<file path="src/rtl/tx_fill_pkg.sv">
package tx_fill_pkg;
  // Source of the next character loaded into the shift register
  typedef enum logic [1:0] {
    SRC_HOLD = 2'd0,
    SRC_DLE  = 2'd1,
    SRC_SYN1 = 2'd2,
    SRC_SYN2 = 2'd3
  } char_src_e;
endpackage

</file>
<file path="src/rtl/txc_fall_detect.sv">
module txc_fall_detect #(
  parameter int STAGES = 2
) (
  input  logic clk,
  input  logic rst,
  input  logic txc,
  output logic step
);
  logic [STAGES:0] pipe;

  always_ff @(posedge clk) begin
    if (rst) pipe <= '0;
    else     pipe <= {pipe[STAGES-1:0], txc};
  end

  // older sample high, newer sample low: a falling edge
  assign step = pipe[STAGES] & ~pipe[STAGES-1];
endmodule

</file>
<file path="src/rtl/tx_hold_reg.sv">
module tx_hold_reg #(
  parameter int DW = 8
) (
  input  logic          clk,
  input  logic          rst,
  input  logic          wr_stb,
  input  logic [DW-1:0] wr_data,
  input  logic          take,
  output logic          full,
  output logic [DW-1:0] data
);
  always_ff @(posedge clk) begin
    if (rst) begin
      full <= 1'b0;
      data <= '0;
    end else begin
      if (take)   full <= 1'b0;
      if (wr_stb) begin
        full <= 1'b1;
        data <= wr_data;
      end
    end
  end
endmodule

</file>
<file path="src/rtl/tx_char_sequencer.sv">
module tx_char_sequencer
  import tx_fill_pkg::*;
(
  input  logic      clk,
  input  logic      rst,
  input  logic      load,
  input  logic      stop,
  input  logic      hold_full,
  input  logic      send_dle,
  input  logic      single_syn,
  input  logic      transparent,
  output char_src_e src,
  output logic      take
);
  logic      pend;
  char_src_e pend_src;
  logic      dle_done;
  logic      nxt_pend;
  char_src_e nxt_pend_src;
  logic      nxt_dle;

  always_comb begin
    src          = SRC_SYN1;
    nxt_pend     = 1'b0;
    nxt_pend_src = SRC_SYN1;
    nxt_dle      = dle_done;
    if (pend) begin
      src = pend_src;
    end else if (hold_full && send_dle && !dle_done) begin
      src     = SRC_DLE;
      nxt_dle = 1'b1;
    end else if (hold_full) begin
      src     = SRC_HOLD;
      nxt_dle = 1'b0;
    end else if (transparent) begin
      src          = SRC_DLE;
      nxt_pend     = 1'b1;
      nxt_pend_src = SRC_SYN1;
    end else if (!single_syn) begin
      src          = SRC_SYN1;
      nxt_pend     = 1'b1;
      nxt_pend_src = SRC_SYN2;
    end else begin
      src = SRC_SYN1;
    end
  end

  assign take = load && (src == SRC_HOLD);

  always_ff @(posedge clk) begin
    if (rst) begin
      pend     <= 1'b0;
      pend_src <= SRC_SYN1;
      dle_done <= 1'b0;
    end else if (load) begin
      pend     <= nxt_pend;
      pend_src <= nxt_pend_src;
      dle_done <= nxt_dle;
    end else if (stop) begin
      pend <= 1'b0;
    end
  end
endmodule

</file>
<file path="src/rtl/tx_frame_shifter.sv">
module tx_frame_shifter #(
  parameter int DW      = 8,
  parameter int MIN_LEN = 5,
  parameter int LEN_W   = 2
) (
  input  logic             clk,
  input  logic             rst,
  input  logic             step,
  input  logic             load,
  input  logic             stop,
  input  logic [DW-1:0]    char_in,
  input  logic [LEN_W-1:0] char_len,
  input  logic             par_en,
  input  logic             par_even,
  output logic             txd,
  output logic             busy,
  output logic             char_end,
  output logic             enter_final
);
  localparam int SH_W  = DW + 1;
  localparam int CNT_W = $clog2(SH_W + 1);

  logic [CNT_W-1:0] len;
  logic [CNT_W-1:0] blen;
  logic [CNT_W-1:0] blen_q;
  logic [CNT_W-1:0] cnt;
  logic [SH_W-1:0]  word;
  logic [SH_W-1:0]  sh;
  logic             par_bit;

  assign len  = CNT_W'(MIN_LEN) + CNT_W'(char_len);
  assign blen = len + CNT_W'(par_en);

  always_comb begin
    word = '0;
    for (int i = 0; i < DW; i++) begin
      if (CNT_W'(i) < len) word[i] = char_in[i];
    end
    par_bit = (^word) ^ ~par_even;
    for (int i = 0; i < SH_W; i++) begin
      if (CNT_W'(i) == len) word[i] = par_en & par_bit;
    end
  end

  assign char_end    = step && busy && (cnt == blen_q - CNT_W'(1));
  assign enter_final = step && busy && (cnt == blen_q - CNT_W'(2));

  always_ff @(posedge clk) begin
    if (rst) begin
      txd    <= 1'b1;
      busy   <= 1'b0;
      sh     <= '0;
      cnt    <= '0;
      blen_q <= CNT_W'(MIN_LEN);
    end else if (load) begin
      txd    <= word[0];
      sh     <= word >> 1;
      cnt    <= '0;
      blen_q <= blen;
      busy   <= 1'b1;
    end else if (stop) begin
      txd  <= 1'b1;
      busy <= 1'b0;
    end else if (step && busy) begin
      txd <= sh[0];
      sh  <= sh >> 1;
      cnt <= cnt + CNT_W'(1);
    end
  end
endmodule

</file>
<file path="src/rtl/sync_tx_fill.sv">
module sync_tx_fill
  import tx_fill_pkg::*;
#(
  parameter int DW      = 8,
  parameter int MIN_LEN = 5,
  parameter int LEN_W   = 2,
  parameter int STAGES  = 2
) (
  input  logic             clk,
  input  logic             rst,
  input  logic             txc,
  input  logic             tx_en,
  input  logic             cts_n,
  input  logic [LEN_W-1:0] char_len,
  input  logic             par_en,
  input  logic             par_even,
  input  logic             single_syn,
  input  logic             transparent,
  input  logic             send_dle,
  input  logic [DW-1:0]    syn1,
  input  logic [DW-1:0]    syn2,
  input  logic [DW-1:0]    dle,
  input  logic             wr_stb,
  input  logic [DW-1:0]    wr_data,
  output logic             txd,
  output logic             tx_ready,
  output logic             tx_empty
);
  logic          bit_step;
  logic          hold_full;
  logic [DW-1:0] hold_data;
  logic          take;
  logic          sh_busy;
  logic          char_end;
  logic          enter_final;
  logic          run;
  logic          load;
  logic          stop;
  char_src_e     src;
  logic [DW-1:0] next_char;

  assign run  = tx_en & ~cts_n;
  assign load = (char_end & run) | (bit_step & ~sh_busy & run & hold_full);
  assign stop = char_end & ~run;

  txc_fall_detect #(.STAGES(STAGES)) u_edge (
    .clk(clk), .rst(rst), .txc(txc), .step(bit_step)
  );

  tx_hold_reg #(.DW(DW)) u_hold (
    .clk(clk), .rst(rst), .wr_stb(wr_stb), .wr_data(wr_data),
    .take(take), .full(hold_full), .data(hold_data)
  );

  tx_char_sequencer u_seq (
    .clk(clk), .rst(rst), .load(load), .stop(stop),
    .hold_full(hold_full), .send_dle(send_dle),
    .single_syn(single_syn), .transparent(transparent),
    .src(src), .take(take)
  );

  always_comb begin
    case (src)
      SRC_HOLD: next_char = hold_data;
      SRC_DLE:  next_char = dle;
      SRC_SYN2: next_char = syn2;
      default:  next_char = syn1;
    endcase
  end

  tx_frame_shifter #(.DW(DW), .MIN_LEN(MIN_LEN), .LEN_W(LEN_W)) u_shift (
    .clk(clk), .rst(rst), .step(bit_step), .load(load), .stop(stop),
    .char_in(next_char), .char_len(char_len), .par_en(par_en),
    .par_even(par_even), .txd(txd), .busy(sh_busy),
    .char_end(char_end), .enter_final(enter_final)
  );

  always_ff @(posedge clk) begin
    if (rst) begin
      tx_ready <= 1'b0;
      tx_empty <= 1'b0;
    end else begin
      tx_ready <= (run | sh_busy) & ~hold_full;
      if (wr_stb)                               tx_empty <= 1'b0;
      else if (!run && !sh_busy)                tx_empty <= 1'b0;
      else if (enter_final && run && !hold_full) tx_empty <= 1'b1;
    end
  end
endmodule

</file>
<file path="config.mk">
export PLATFORM = sky130hd
export DESIGN_NAME = sync_tx_fill
export DESIGN_NICKNAME = d
export VERILOG_FILES = /design/src/rtl/tx_fill_pkg.sv /design/src/rtl/txc_fall_detect.sv /design/src/rtl/tx_hold_reg.sv /design/src/rtl/tx_char_sequencer.sv /design/src/rtl/tx_frame_shifter.sv /design/src/rtl/sync_tx_fill.sv
export SDC_FILE = /design/constraint.sdc
export NUM_CORES = 1
export LEC_CHECK = 0
export BUFFER_PORTS_ARGS = -buffer_cell sky130_fd_sc_hd__buf_2
export CORE_MARGIN = 3
export CORE_UTILIZATION = 35
export DETAILED_ROUTE_END_ITERATION = 16
export PLACE_DENSITY = 0.57
export SLEW_MARGIN = 20
export SYNTH_ARGS = -nofsm -noshare
export SYNTH_HDL_FRONTEND = slang
export SYNTH_SLANG_ARGS = --single-unit
</file>
<file path="constraint.sdc">
create_clock -name clk -period 3.31 [get_ports clk]
set_input_delay 0.993 -clock clk [delete_from_list [all_inputs] [get_ports clk]]
set_output_delay 0.993 -clock clk [all_outputs]
set_load 0.005 [all_outputs]
</file>
## Word level (Yosys, flattened, before mapping)

Index checks and enable logic that the tools add are counted.

- Register bits after elaboration: 36
- Output and inout bits: 3

- $add $sub $neg: 5
- $lt $le $gt $ge: 8
- Eq/ne operators: 13
- Multiplexer cells: 45
- Bitwise gates (word level): 20
- Reductions and logical operators: 26

Operators by type and width:

| operator | count |
|---|---|
| 1-bit two-way mux | 33 |
| 8-bit two-way mux | 3 |
| 8-bit one-hot mux with 3 select lines | 1 |
| 3-bit by 4-bit equality test with 1-bit output, first input constant | 4 |
| 3-bit by 4-bit less-than comparator with 1-bit output, first input constant | 4 |
| 2-bit two-way mux | 8 |
| 1-bit AND | 9 |
| 1-bit logical AND | 9 |
| 9-bit parity | 1 |
| 2-bit by 4-bit equality test with 1-bit output, first input constant | 2 |
| 4-bit equality test | 2 |
| 1-bit by 4-bit less-than comparator with 1-bit output, first input constant | 2 |
| 2-bit by 4-bit less-than comparator with 1-bit output, first input constant | 2 |
| 1-bit inverter | 8 |
| 2-bit nonzero test | 4 |
| 3-bit by 2-bit adder with 4-bit output, first input constant | 1 |
| 4-bit by 1-bit adder with 4-bit output | 1 |
| 4-bit by 1-bit adder with 4-bit output, second input constant | 1 |
| 1-bit by 4-bit equality test with 1-bit output, first input constant | 1 |
| 4-bit equality test, first input constant | 1 |
| 1-bit logical NOT | 4 |
| 4-bit logical NOT | 1 |
| 2-bit AND reduction | 2 |
| 4-bit by 1-bit subtractor with 4-bit output, second input constant | 1 |
| other kinds (11) | 12 |

## Logic depth before layout (Yosys ltp)

Gate-level depths: netlist of run 1.

- Word-level depth: 12
- Gate-level depth with buffers: 11
- Mapped depth without buffers: 9

## By module

A second synthesis of run 1 with hierarchy kept.

- Cell total of the unflattened synthesis: 214
- Area, all modules: 2085.8 um^2

Modules (own cells, without submodules):

| module | instances | cells each | area an instance (um^2) | sequential area each (um^2) |
|---|---|---|---|---|
| tx_frame_shifter | 1 | 132 | 1177.4 | 360.3 |
| tx_hold_reg | 1 | 30 | 321.6 | 180.2 |
| sync_tx_fill | 1 | 22 | 301.5 | 40.0 |
| tx_char_sequencer | 1 | 23 | 197.7 | 60.1 |
| txc_fall_detect | 1 | 7 | 87.6 | 60.1 |

## Worst setup path after synthesis of run 1

Ideal clock, no wire load.

- Kind: input port to flip-flop
- Start point: in transparent
- End point: reg u_shift.sh[6]
- Setup time: 0.127 ns
- Data arrival time: 2.812 ns
- Required time: 3.183 ns
- Slack: 0.371 ns
- Stages: 8
- Path buffers: 1
- Cell sequence: or3_1 -> buf_6 -> and2_4 -> a31oi_1 -> xnor2_1 -> xnor3_2 -> nor4b_4 -> or3_1

- Longest elaborated chain between the ends: 12
- Elaborated cells on any way between the ends: 21
- Those cells by class: eq/ne (2); mux (15); bitwise (2); reduce/logical (2)

Ends and longest elaborated chain:

| item | RTL line | source |
|---|---|---|
| from (decl) | sync_tx_fill.sv:18 | `input logic transparent,` |
| 2-bit two-way mux (*) | tx_char_sequencer.sv:35 | `end else if (transparent) begin` |
| 2-bit two-way mux (*) | tx_char_sequencer.sv:32 | `end else if (hold_full) begin` |
| 2-bit two-way mux (*) | tx_char_sequencer.sv:29 | `end else if (hold_full && send_dle && !dle_done) begin` |
| 2-bit two-way mux (*) | tx_char_sequencer.sv:27 | `if (pend) begin` |
| 2-bit equality test, or another cell as far along | sync_tx_fill.sv:63 | `case (src)` |
| 8-bit one-hot mux with 3 select lines (*) | sync_tx_fill.sv:63 |  |
| 1-bit two-way mux | tx_frame_shifter.sv:37 | `if (CNT_W'(i) < len) word[i] = char_in[i];` |
| 9-bit parity | tx_frame_shifter.sv:39 | `par_bit = (^word) ^ ~par_even;` |
| 1-bit bitwise XOR | tx_frame_shifter.sv:39 |  |
| 1-bit AND | tx_frame_shifter.sv:41 | `if (CNT_W'(i) == len) word[i] = par_en & par_bit;` |
| 1-bit two-way mux (*) | tx_frame_shifter.sv:41 |  |
| 8-bit two-way mux (*) | tx_frame_shifter.sv:55 | `end else if (load) begin` |
| to (signal assigned) | tx_frame_shifter.sv:57 | `sh <= word >> 1;` |
| to (signal assigned) | tx_frame_shifter.sv:66 | `sh <= sh >> 1;` |
| to (decl) | tx_frame_shifter.sv:28 | `logic [SH_W-1:0] sh;` |

Every way passes the cells marked *; elsewhere a longest branch is shown, timed or not.
A chain may end at the register's enable or synchronous reset.

## Worst setup path in the final report of run 1

Ends and elaborated chain as after synthesis.

==> impl_metrics.toml, run 1 <==
[timing]
setup-violations-final = 0
max_freq_ghz = 0.354
slew_headroom_pct = 59.3
grt_setup_unrepaired = "false"
drv_slew = 0
timing.final.crit_share_pct = 85.4
tns_ns = 0
hold_viol_final = 0
skew_ns = 0.00934
worst_slew_pin_slew_ns = 0.611
period_needed_ns = 2.83

[place]
gp_congestion = 0.837
dp.cells = 390
dp_hpwl_um = 4640
port_buffers = 47

[synthesis]
muxShareOfSynthArea_pct = 7.52
synthesis.nets = 325
ys_seq_area_share_pct = 29.2
synth_xor_xnor_area_share_pct = 11.2
ys_ff_latch = 35
avgSynthCellArea_um2 = 8.95
synth.distinct_cells = 53
syn_inst = 268
synth-compound-area-share_pct = 19.8
synthFlopType = "dfxtp_1"
synth.cell_area_mm2 = 0.00240
ys_warn_count = 0
synth_edf_count = 0
synth_top_family_by_area = "simple AND/OR/NAND/NOR gates"
async_reset_ff_share_pct = 0
synth_adder_area_share_pct = 6.58
synth-simple-area-share_pct = 21.1

[drt]
via_per_inst = 5.27
drt_iter0_drc = 93
finalWirelength_um = 5740
num_vias = 2088
wl_per_cell_um = 14.5
detail-route-antenna-nets = 0
drt_first_pass_iters = 4
drc = 0

[worst_setup_path]
critPathKind = "in -> reg"
end_kind = "flip-flop"
worstPathRequired_ns = 3.47
worstPathMaxFanout = 8
cp-start-kind = "primary input"
worstPathArrival_ns = 2.99

[cts]
cts_hold_buf = 0
h-tree-depth = 2
clock-sinks = 35
cts_tree = "built"
clk_path_buf_depth = 2
cts_setup_buffers = 0
clock_latency_ns = 0.29
cts_resized = 0
cts_buffers = 5
cts_root_buf = "clkbuf_8"
clk_pin_slew_ns = 0.07

[power]
clkPwrFrac_pct = 29.2
switching_power_mw = 0.292
irDropWorstVdd_uv = 213
pwr-share-seq_pct = 43.8
combPwrFrac_pct = 27.0
switching_share_pct = 29.4
p_int_mw = 0.701
power.density_mw_per_mm2 = 353
leakagePower_nw = 1.12
power.total_mw = 0.993

[finish]
fillers = 653
drive_gt1_share_pct = 26.3
utilization_pct = 43.3
syn_to_final_growth_pct = 17.3
final_common_cell = "buf_2"
diodes = 0
final_cell_mix = "buf_2, dfxtp_1, nor2_1"
finalNetCount = 377
regArea_um2 = 701
final-instance-count-excl-fill = 396
multi_input_area_mm2 = 0.00159

[floorplan]
initial_core_util_pct = 36.9
die_x_um = 88.8
die_area_mm2 = 0.00788
fp.dieH_um = 88.8
io_pins = 48
row_count = 29
coreArea_mm2 = 0.00649

[global_routing]
grt_max_degree = 29
antenna_found_initial = 0
grt_usage_pct = 16.3
grt_pass1_wl_um = 9920
overflow = 0
grt_pass1_vias = 2084

[flow_run]
maxCapViolCount = 0

[outcome]
status = "completed"

[hold_path]
hold_path.class = "reg -> reg"
-- registers in the layout, indices dropped and copies added, names as in the netlist --
name            count
u_shift.busy        1
u_shift.txd         1
u_edge.pipe         3
u_seq.pend_src      1
u_shift.cnt         4
u_hold.data         8
u_hold.full         1
tx_empty            1
u_seq.dle_done      1
u_seq.pend          1
tx_ready            1
u_shift.sh          8
u_shift.blen_q      4
-- routing by layer --
metal / track usage (%) / wire (um) / vias up / share of wire, %
li1: - / - / 1066 / -
met1: 21.4 / 2750 / 956 / 48
met2: 26.5 / 2570 / 58 / 45
met3: 3.45 / 330 / 8 / 5.8
met4: 5.36 / 85 / 0 / 1.5
met5: 0 / 0 / - / 0
-- worst paths after layout --
| path | depth (start not counted) | from | slack (ns) | end |
|---|---|---|---|---|
| max reg2reg | 10 | u_shift.blen_q[1] | 0.52 | u_shift.sh[6] |
| max | 8 | transparent | 0.48 | u_shift.sh[6] |
| min reg2reg | 1 | u_edge.pipe[0] | 0.44 | u_edge.pipe[1] |
| min | 1 | u_edge.pipe[0] | 0.44 | u_edge.pipe[1] |
-- Yosys cell counts, types with 9 or more instances --
master / instances / area share, %
mux2i_1: 18 / 7.5
o21ai_0: 17 / 3.5
dfxtp_1: 35 / 29
xnor2_1: 11 / 4.0
nor2_1: 24 / 3.8
nor2b_1: 14 / 3.7
a21oi_1: 17 / 3.5
inv_1: 9 / 1.4
nand2_1: 11 / 1.7
ha_1: 11 / 5.7
nand3_1: 10 / 2.1
-- per-stage QoR --
stage	area, um^2	setup slack [ns]	hold slack, ns
final	2810	0.482	0.436
after floorplan	2400	0.371	0.414
after global placement	2740	0.238	0.421
after global routing	2810	0.199	0.463
after detailed placement	2740	0.188	0.424
after CTS	2810	0.485	0.441
-- power groups by stage --
stage | clock, mW | sequential, mW | combinational, mW
2_1_floorplan | 0 | 0.444 | 0.181
3_3_place_gp | 0 | 0.445 | 0.266
3_5_place_dp | 0 | 0.445 | 0.268
4_1_cts | 0.300 | 0.435 | 0.269
5_1_grt | 0.311 | 0.436 | 0.295
6_report | 0.290 | 0.435 | 0.268
-- cells by family (layout without fill, tap and decap cells) --
group | Yosys count | after routing
AOI/OAI and AO/OA | 68 | 68
xor gates and xnor gates | 23 | 23
adders and majority gates | 12 | 12
buffers and inverters | 22 | 73
DFF | 35 | 35
muxes | 18 | 18
and+or+nand+nor | 90 | 90
-- worst max-delay path: stages --
cell      delay [ns]
buf_2           0.13
nor3b_4         0.36
o21ai_1         0.12
a311oi_2        0.37
xnor2_2         0.17
xnor3_2         0.36
nor4b_4         0.14
or3_1           0.34
-- final cells by class --
class,count,share of cell area (%)
Tap cell,77,3.43
Sequential cell,35,24.9
Multi-Input combinational cell,211,56.4
Clock buffer,5,2.45
Timing Repair Buffer,58,11.3
Inverter,9,1.20
Clock inverter,1,0.267
(Power assumes the default switching activity.)
==> inputs of run 2 (changes only) <==
CORE_UTILIZATION = 52   (was 35)
GPL_TIMING_DRIVEN = 1   (was unset)
PLACE_DENSITY = 0.78   (was 0.57)
==> run 2 against run 1 <==
Net effect: design area decreased by 1.8%; clock skew is 0.0019 ns lower; clock power rose by 7.9%; first-iteration DRC count increased by 35%; non-clock buffer count shrank 4; total power is 0.68% higher; maximum frequency is 2.8% lower; flip-flop and latch count did not move; critical endpoint unchanged.
==> impl_metrics.toml, run 2 (same netlist as run 1, synthesis figures left out) <==
[outcome]
status = "completed"

[hold_path]
min_to = "u_edge.pipe[1]"
hold_depth = 1
hold_path.class = "reg -> reg"
min_from = "u_edge.pipe[0]"

[cts]
clock-sinks = 35
h-tree-depth = 2
cts_resized = 0
cts_root_buf = "clkbuf_8"
cts_tree = "built"
clk_pin_slew_ns = 0.07
cts_setup_buffers = 0
cts_buffers = 5
clock_latency_ns = 0.29
cts_hold_buf = 0
clk_path_buf_depth = 2

[floorplan]
initial_core_util_pct = 54.3
row_count = 24
fp.dieH_um = 73.9
coreArea_mm2 = 0.00441
io_pins = 48
die_x_um = 73.9
die_area_mm2 = 0.00546

[worst_setup_path]
r2r-start = "u_shift.blen_q[1]"
end_kind = "flip-flop"
critPathKind = "in -> reg"
ff2ff_path_depth = 10
cp-start-kind = "primary input"
worstPathArrival_ns = 3.08
path_cells = "buf_2 -> nor3b_4 -> o21ai_0 -> a311oi_1 -> xnor2_1 -> xnor3_2 -> nor4b_4 -> or3_1"
worstPathMaxFanout = 8
crit_path_max_incr_delay_ns = 0.49
worstPathRequired_ns = 3.48
slowest_stage = "a311oi_1"
regToRegSetupSlack_ns = 0.53
reg2reg_to = "u_shift.sh[6]"

[drt]
num_vias = 2114
drc = 0
finalWirelength_um = 5200
drt_first_pass_iters = 4
detail-route-antenna-nets = 0
wl_per_cell_um = 14.1
via_per_inst = 5.74
drt_iter0_drc = 126

[power]
leakagePower_nw = 1.11
irDropWorstVdd_uv = 187
power.density_mw_per_mm2 = 362

[timing]
period_needed_ns = 2.91
setup-violations-final = 0
grt_setup_unrepaired = "false"
slew_headroom_pct = 47.6
max_freq_ghz = 0.344
drv_slew = 0
hold_viol_final = 0
timing.final.crit_share_pct = 87.9
skew_ns = 0.00740
tns_ns = 0
worst_slew_pin_slew_ns = 0.776

[finish]
drive_gt1_share_pct = 25.6
fillers = 375
final_common_cell = "buf_2"
diodes = 0
fin_area_mm2 = 0.00276
final_cell_mix = "buf_2, dfxtp_1, nor2_1"
finalNetCount = 373
syn_to_final_growth_pct = 15.2
largestRegisters = "u_hold.data: 8 flops, u_shift.sh: 8 flops"

[global_routing]
antenna_found_initial = 0
overflow = 0
grt_pass1_wl_um = 9160
grt_max_degree = 29
grt_usage_pct = 21.6
grt_pass1_vias = 2053

[place]
dp_hpwl_um = 4140
placed_area_mm2 = 0.00267
port_buffers = 47
gp_congestion = 1.02

[flow_run]
maxCapViolCount = 0
==> run 2: critical path: cells and delay by family <==
family / cells / cell delay (ns)
and+or+nand+nor: 3 / 0.82
AOI/OAI and AO/OA: 2 / 0.62
xor gates and xnor gates: 2 / 0.52
buffers and inverters: 1 / 0.13
==> run 2: layer usage <==
metal / routed length (um) / global-route usage (%) / vias to the layer above
li1: - / - / 1059
met1: 2400 / 28.6 / 957
met2: 2320 / 33.9 / 85
met3: 349 / 4.38 / 13
met4: 132 / 9.46 / 0
met5: 0 / 0 / -
==> run 2: stage by stage <==
| step | power (mW) | utilization, % | cells | worst slack [ns] | hold slack (ns) |
|---|---|---|---|---|---|
| finish | 1.00 | 62.6 | 368 | 0.401 | 0.440 |
| global route | 1.05 | 62.6 | 368 | 0.175 | 0.463 |
| CTS | 1.01 | 62.6 | 368 | 0.410 | 0.447 |
| detailed placement | 0.696 | 60.6 | 361 | 0.114 | 0.430 |
| global placement | 0.692 | 60.6 | 361 | 0.126 | 0.423 |
| floorplan | 0.625 | - | 268 | 0.371 | 0.414 |
==> run 2: report_power, final <==
part           switching (mW)  internal [mW]  leakage, nW
sequential            0.00631          0.431        0.285
combinational           0.130          0.121        0.776
clock                   0.149          0.163       0.0470
total                   0.285          0.714         1.11
==> run 2: how the worst max path moves through the flow <==
| stage | startpoint | endpoint | slack, ns | cells after the start |
|---|---|---|---|---|
| 2_1_floorplan | transparent | u_shift.sh[6] | 0.37 | 8 |
| 3_3_place_gp | transparent | u_shift.sh[6] | 0.13 | 8 |
| 3_5_place_dp | transparent | u_shift.sh[6] | 0.11 | 8 |
| 4_1_cts | transparent | u_shift.sh[6] | 0.41 | 8 |
| 5_1_grt | transparent | u_shift.sh[6] | 0.17 | 9 |
| 6_report | transparent | u_shift.sh[6] | 0.40 | 8 |
==> run 2: cell type report <==
type	count	area [um^2]	area share [%]
multi-input cells	211	1590	57.5
clock buffers	6	82.6	2.99
flip-flops and latches	35	701	25.4
inverters	9	33.8	1.22
clock inverters	1	5.00	0.181
repair buffers	54	288	10.4
well taps	52	65.1	2.36
